`config.mk`:
```
export PLATFORM = sky130hd
export DESIGN_NAME = dm_cache
export DESIGN_NICKNAME = d
export VERILOG_FILES = /design/src/rtl/cache_pkg.sv /design/src/rtl/cache_tag_store.sv /design/src/rtl/cache_data_store.sv /design/src/rtl/cache_ctrl.sv /design/src/rtl/dm_cache.sv
export SDC_FILE = /design/constraint.sdc
export NUM_CORES = 1
export LEC_CHECK = 0
export BUFFER_PORTS_ARGS = -buffer_cell sky130_fd_sc_hd__buf_4
export CORE_UTILIZATION = 30
export DETAILED_ROUTE_END_ITERATION = 12
export PLACE_DENSITY = 0.57
export SETUP_SLACK_MARGIN = 0.3
export SLEW_MARGIN = 5
export SYNTH_ARGS = -nofsm -noshare
export SYNTH_HDL_FRONTEND = slang
export SYNTH_SLANG_ARGS = --single-unit
```
`constraint.sdc`:
```
create_clock -name clk_i -period 6.2 [get_ports clk_i]
set_input_delay 1.24 -clock clk_i [delete_from_list [all_inputs] [get_ports clk_i]]
set_output_delay 1.24 -clock clk_i [all_outputs]
set_load 0.03 [all_outputs]
```
`src/rtl/cache_pkg.sv`:
```
package cache_pkg;
  typedef enum logic [1:0] {
    ST_LOOKUP = 2'd0,
    ST_WBACK  = 2'd1,
    ST_FILL   = 2'd2
  } cache_state_e;
endpackage

```
`src/rtl/cache_tag_store.sv`:
```
module cache_tag_store #(
  parameter int IDX_W = 3,
  parameter int TAG_W = 3
) (
  input  logic             clk_i,
  input  logic             rst_ni,
  input  logic [IDX_W-1:0] idx_i,
  input  logic             fill_en_i,
  input  logic [TAG_W-1:0] fill_tag_i,
  input  logic             fill_dirty_i,
  input  logic             mark_dirty_i,
  output logic             valid_o,
  output logic             dirty_o,
  output logic [TAG_W-1:0] tag_o
);
  localparam int LINES = 1 << IDX_W;

  logic [LINES-1:0] valid_q, dirty_q;
  logic [TAG_W-1:0] tag_q [LINES];

  for (genvar l = 0; l < LINES; l++) begin : g_line
    logic sel;
    assign sel = (idx_i == IDX_W'(l));

    always_ff @(posedge clk_i or negedge rst_ni) begin
      if (!rst_ni) begin
        valid_q[l] <= 1'b0;
        dirty_q[l] <= 1'b0;
      end else if (sel && fill_en_i) begin
        valid_q[l] <= 1'b1;
        dirty_q[l] <= fill_dirty_i;
      end else if (sel && mark_dirty_i) begin
        dirty_q[l] <= 1'b1;
      end
    end

    always_ff @(posedge clk_i) begin
      if (sel && fill_en_i) tag_q[l] <= fill_tag_i;
    end
  end

  assign valid_o = valid_q[idx_i];
  assign dirty_o = dirty_q[idx_i];
  assign tag_o   = tag_q[idx_i];
endmodule

```
`src/rtl/cache_data_store.sv`:
```
module cache_data_store #(
  parameter int IDX_W  = 3,
  parameter int OFF_W  = 2,
  parameter int DATA_W = 16
) (
  input  logic                         clk_i,
  input  logic [IDX_W-1:0]             idx_i,
  input  logic [OFF_W-1:0]             off_i,
  input  logic                         fill_en_i,
  input  logic [(DATA_W<<OFF_W)-1:0]   fill_line_i,
  input  logic                         word_we_i,
  input  logic [DATA_W-1:0]            word_i,
  output logic [DATA_W-1:0]            word_o,
  output logic [(DATA_W<<OFF_W)-1:0]   line_o
);
  localparam int LINES = 1 << IDX_W;
  localparam int WORDS = 1 << OFF_W;

  logic [WORDS-1:0][DATA_W-1:0] line_q [LINES];

  always_ff @(posedge clk_i) begin
    if (fill_en_i)      line_q[idx_i]        <= fill_line_i;
    else if (word_we_i) line_q[idx_i][off_i] <= word_i;
  end

  assign word_o = line_q[idx_i][off_i];
  assign line_o = line_q[idx_i];
endmodule

```
`src/rtl/cache_ctrl.sv`:
```
module cache_ctrl
  import cache_pkg::*;
(
  input  logic         clk_i,
  input  logic         rst_ni,
  input  logic         req_i,
  input  logic         we_i,
  input  logic         hit_i,
  input  logic         victim_dirty_i,
  input  logic         mem_ack_i,
  output cache_state_e state_o,
  output logic         ready_o,
  output logic         mem_req_o,
  output logic         mem_we_o,
  output logic         fill_en_o,
  output logic         word_we_o
);
  cache_state_e state_q, state_d;

  always_comb begin
    state_d   = state_q;
    ready_o   = 1'b0;
    mem_req_o = 1'b0;
    mem_we_o  = 1'b0;
    fill_en_o = 1'b0;
    word_we_o = 1'b0;
    unique case (state_q)
      ST_LOOKUP: begin
        ready_o   = !req_i || hit_i;
        word_we_o = req_i && we_i && hit_i;
        if (req_i && !hit_i) state_d = victim_dirty_i ? ST_WBACK : ST_FILL;
      end
      ST_WBACK: begin
        mem_req_o = 1'b1;
        mem_we_o  = 1'b1;
        if (mem_ack_i) state_d = ST_FILL;
      end
      ST_FILL: begin
        mem_req_o = 1'b1;
        if (mem_ack_i) begin
          fill_en_o = 1'b1;
          state_d   = ST_LOOKUP;  // replay as a hit
        end
      end
      default: state_d = ST_LOOKUP;
    endcase
  end

  always_ff @(posedge clk_i or negedge rst_ni) begin
    if (!rst_ni) state_q <= ST_LOOKUP;
    else         state_q <= state_d;
  end

  assign state_o = state_q;
endmodule

```
`src/rtl/dm_cache.sv`:
```
module dm_cache
  import cache_pkg::*;
#(
  parameter int ADDR_W = 8,
  parameter int DATA_W = 16,
  parameter int IDX_W  = 3,
  parameter int OFF_W  = 2
) (
  input  logic                              clk_i,
  input  logic                              rst_ni,
  input  logic                              req_i,
  input  logic                              we_i,
  input  logic [ADDR_W-1:0]                 addr_i,
  input  logic [DATA_W-1:0]                 wdata_i,
  output logic                              ready_o,
  output logic [DATA_W-1:0]                 rdata_o,
  output logic                              mem_req_o,
  output logic                              mem_we_o,
  output logic [ADDR_W-OFF_W-1:0]           mem_addr_o,
  output logic [(DATA_W<<OFF_W)-1:0]        mem_wdata_o,
  input  logic [(DATA_W<<OFF_W)-1:0]        mem_rdata_i,
  input  logic                              mem_ack_i
);
  localparam int TAG_W  = ADDR_W - IDX_W - OFF_W;
  localparam int WORDS  = 1 << OFF_W;
  localparam int LINE_W = DATA_W * WORDS;
  localparam int MEM_AW = ADDR_W - OFF_W;

  logic [OFF_W-1:0] req_off;
  logic [IDX_W-1:0] req_idx;
  logic [TAG_W-1:0] req_tag, line_tag;
  logic             line_valid, line_dirty, hit;
  logic             fill_en, word_we;
  logic [LINE_W-1:0] fill_line;
  cache_state_e     state;

  assign req_off = addr_i[OFF_W-1:0];
  assign req_idx = addr_i[OFF_W +: IDX_W];
  assign req_tag = addr_i[ADDR_W-1 -: TAG_W];
  assign hit     = line_valid && (line_tag == req_tag);

  // write-miss merge into the fetched line
  for (genvar w = 0; w < WORDS; w++) begin : g_merge
    assign fill_line[w*DATA_W +: DATA_W] =
      (we_i && req_off == OFF_W'(w)) ? wdata_i : mem_rdata_i[w*DATA_W +: DATA_W];
  end

  cache_tag_store #(.IDX_W(IDX_W), .TAG_W(TAG_W)) u_tags (
    .clk_i        (clk_i),
    .rst_ni       (rst_ni),
    .idx_i        (req_idx),
    .fill_en_i    (fill_en),
    .fill_tag_i   (req_tag),
    .fill_dirty_i (we_i),
    .mark_dirty_i (word_we),
    .valid_o      (line_valid),
    .dirty_o      (line_dirty),
    .tag_o        (line_tag)
  );

  cache_data_store #(.IDX_W(IDX_W), .OFF_W(OFF_W), .DATA_W(DATA_W)) u_data (
    .clk_i       (clk_i),
    .idx_i       (req_idx),
    .off_i       (req_off),
    .fill_en_i   (fill_en),
    .fill_line_i (fill_line),
    .word_we_i   (word_we),
    .word_i      (wdata_i),
    .word_o      (rdata_o),
    .line_o      (mem_wdata_o)
  );

  cache_ctrl u_ctrl (
    .clk_i          (clk_i),
    .rst_ni         (rst_ni),
    .req_i          (req_i),
    .we_i           (we_i),
    .hit_i          (hit),
    .victim_dirty_i (line_valid && line_dirty),
    .mem_ack_i      (mem_ack_i),
    .state_o        (state),
    .ready_o        (ready_o),
    .mem_req_o      (mem_req_o),
    .mem_we_o       (mem_we_o),
    .fill_en_o      (fill_en),
    .word_we_o      (word_we)
  );

  assign mem_addr_o = (state == ST_WBACK) ? {line_tag, req_idx} : {req_tag, req_idx};
endmodule

```
==> impl_metrics.ini <==
[synthesis]
synth_area_mm2 = 0.0231
avgSynthCellArea_um2 = 21.8
syn_inst = 1060
yosysUniqueCellTypes = 41
synth-async-reset-ratio_pct = 3.25
synth_fp_nets = 1156
ys.warnings.count = 0
synth-seq-cells = 554
yosys.area.top_type_share_pct = 69.6
synth_flop_cell = edfxtp_1
synth_area_leaders = edfxtp_1, mux4_1, mux2_2
synth-edff-count = 536
ys_seq_area_share_pct = 71.5
yosysTopAreaCell = edfxtp_1

[floorplan]
ios = 182
die_area_mm2 = 0.0782
start_util_pct = 30.4
fp.dieW_um = 280
num_rows = 101
die_h_um = 280
core_area_mm2 = 0.0761

[global_routing]
grt_pass1_vias = 12200
busiest_layer = met2
antenna_found_initial = 15
grt_pass1_wl_um = 93600
use_met1_pct = 23.0
grtUsageMet2_pct = 27.3
grt_util_met3_pct = 4.90
gr-total-overflow = 0
grtUsageTotal_pct = 17.2
grt_start_max_net_pins = 52

[clock_tree]
clk_path_buf_depth = 3
hold_buffers = 0
postCtsSetupBuffers = 0
cts-root-buf = clkbuf_16
htree_levels = 2
cts_resized = 0
clock-sinks = 554
cts_buffers = 58
clkLatencyLatePin_ns = 0.61
cts_tree = yes
path_clk_slew_ns = 0.06

[worst_setup_path]
crit_path_end_kind = output pin
worstPathRequired_ns = 4.96
critPathArrivalTime_ns = 3.76
crit_path_cell_trace = buf_6 > buf_4 > mux4_1 > mux2_2 > mux4_2 > buf_4
crit_fanout = 39
crit_type = in2out
slowest_delay_ns = 0.60
critical_path.slowest_cell = mux4_1
crit_top_cell = buf_4
critPathLaunchType = input pin

[detailed_routing]
antenna_left = 0
wl_um = 67000
vias_per_cell = 5.01
drt-pass1-iter-count = 5
vias = 11900
drc = 0
wire_per_inst_um = 28.3
drtIter0Drc = 852

[power]
switching_share_pct = 24.6
ir_worst_vdd_uv = 205
combinationalPowerShare_pct = 12.9
p_int_uw = 6630
switchingPower_uw = 2170
p_per_area_mw_per_mm2 = 319
power_frac_clock_pct = 37.5
power_uw = 8790
p_leak_uw = 0.00933
seq_power_share_pct = 49.6

[cells_and_area]
final_cell_mix = edfxtp_1, buf_4, mux2_2
drive_gt1_share_pct = 37.8
final_nets = 1383
fill_cells = 7109
final_common_cell = edfxtp_1
syn2layout_area_growth_pct = 19.3

[status]
status = completed

[timing]
period_needed_ns = 5.00
fmax_mhz = 200
setup_tns_ns = 0
fin_crit_sh_pct = 80.7
worst_slew_pin_slew_ns = 1.06
rsz0062_at_grt = no
slew_violations = 0
setup_violations = 0
skew_ns = 0.0107
hold_viol_final = 0
maxSlewHeadroom_pct = 29.3

[placed_design]
dp_hpwl_um = 44800
gp_congestion = 0.801
portBuffers = 181

[min_path]
hold_path.class = reg2reg

[job]
max-cap-violations = 0
==> final timing paths <==
check,from,end,slack (ns),cells after the start
max in group asynchronous,rst_ni,u_tags.dirty_q[1]$_DFFE_PN0P_,5.50,1
max reg2reg,u_tags.tag_q[4][1]$_DFFE_PP_,u_data.line_q[4][17]$_DFFE_PP_,3.30,9
min reg2reg,u_tags.valid_q[6]$_DFFE_PN0P_,u_tags.valid_q[6]$_DFFE_PN0P_,0.46,1
min in group asynchronous,rst_ni,u_ctrl.state_o[1]$_DFFE_PN0P_,0.50,1
max,addr_i[2],rdata_o[6],1.20,6
min,u_tags.valid_q[6]$_DFFE_PN0P_,u_tags.valid_q[6]$_DFFE_PN0P_,0.46,1
==> state kept, by name, summed over array words and instances (netlist names) <==
name	cells
u_tags.dirty_q	8
u_tags.valid_q	8
u_tags.tag_q	24
u_ctrl.state_o	2
u_data.line_q	512
==> metrics by stage <==
step,worst slack (ns),instance area (µm²),hold WS (ns),util [%],cells
2_1_floorplan,1.72,23100,0.429,-,1060
3_3_place_gp,1.19,25800,0.445,33.9,2257
3_5_place_dp,1.17,25800,0.450,33.9,2257
4_1_cts,1.17,27600,0.464,36.3,2362
5_1_grt,1.11,27600,0.473,36.3,2364
6_report,1.20,27600,0.459,36.3,2366
==> metal layers <==
layer	vias to the layer above	wire (µm)
met1	6366	28200
met5	-	65
met4	10	1570
li1	4990	-
met3	88	5590
met2	411	31500
==> area by class of cell <==
cell class	count	area (µm²)	share of cell area, %
Inverter	16	60.1	0.218
Sequential cell	554	16500	60.0
Clock inverter	38	290	1.05
Antenna cell	4	10.0	0.0363
Clock buffer	67	1510	5.46
Timing Repair Buffer	223	1730	6.28
Tap cell	1030	1290	4.67
Multi-Input combinational cell	434	6150	22.3
==> cells by family (layout without fill, tap and decap cells) <==
| kind of cell | after synthesis | after routing | synth area share [%] |
|---|---|---|---|
| flip-flops | 554 | 554 | 71.5 |
| multiplexers | 289 | 289 | 22.7 |
| AND/OR/NAND/NOR | 74 | 74 | 1.62 |
| buffers and inverters | 72 | 344 | 2.20 |
| AO/OA/AOI/OAI | 65 | 65 | 1.73 |
| adder cells (fa/ha/maj) | 3 | 3 | 0.162 |
| XOR/XNOR | 3 | 3 | 0.114 |
| other | 0 | 4 | 0 |
==> synthesized netlist by cell type, types with 8 or more instances <==
| library cell | instances |
|---|---|
| buf_6 | 21 |
| o21bai_1 | 8 |
| nand2_1 | 18 |
| nand2b_1 | 8 |
| clkbuf_1 | 10 |
| o21ai_0 | 35 |
| mux4_2 | 51 |
| buf_4 | 10 |
| mux2i_1 | 11 |
| dfrtp_1 | 18 |
| nor2_1 | 16 |
| nand3_1 | 13 |
| o31ai_1 | 9 |
| inv_1 | 16 |
| mux4_1 | 95 |
| edfxtp_1 | 536 |
| mux2_2 | 132 |
==> power groups by stage <==
stage / clock, µW / combinational, µW / sequential, µW
after floorplan: 0 / 678 / 4420
after global placement: 0 / 1140 / 4430
after detailed placement: 0 / 1160 / 4440
after CTS: 3360 / 1160 / 4360
after global routing: 3500 / 1210 / 4370
final: 3300 / 1140 / 4360
==> worst max-delay path, delay by kind of cell <==
kind	cells	cell delay, ns
muxes	3	1.49
buffers and inverters	3	0.94
(Power assumes the default switching activity.)
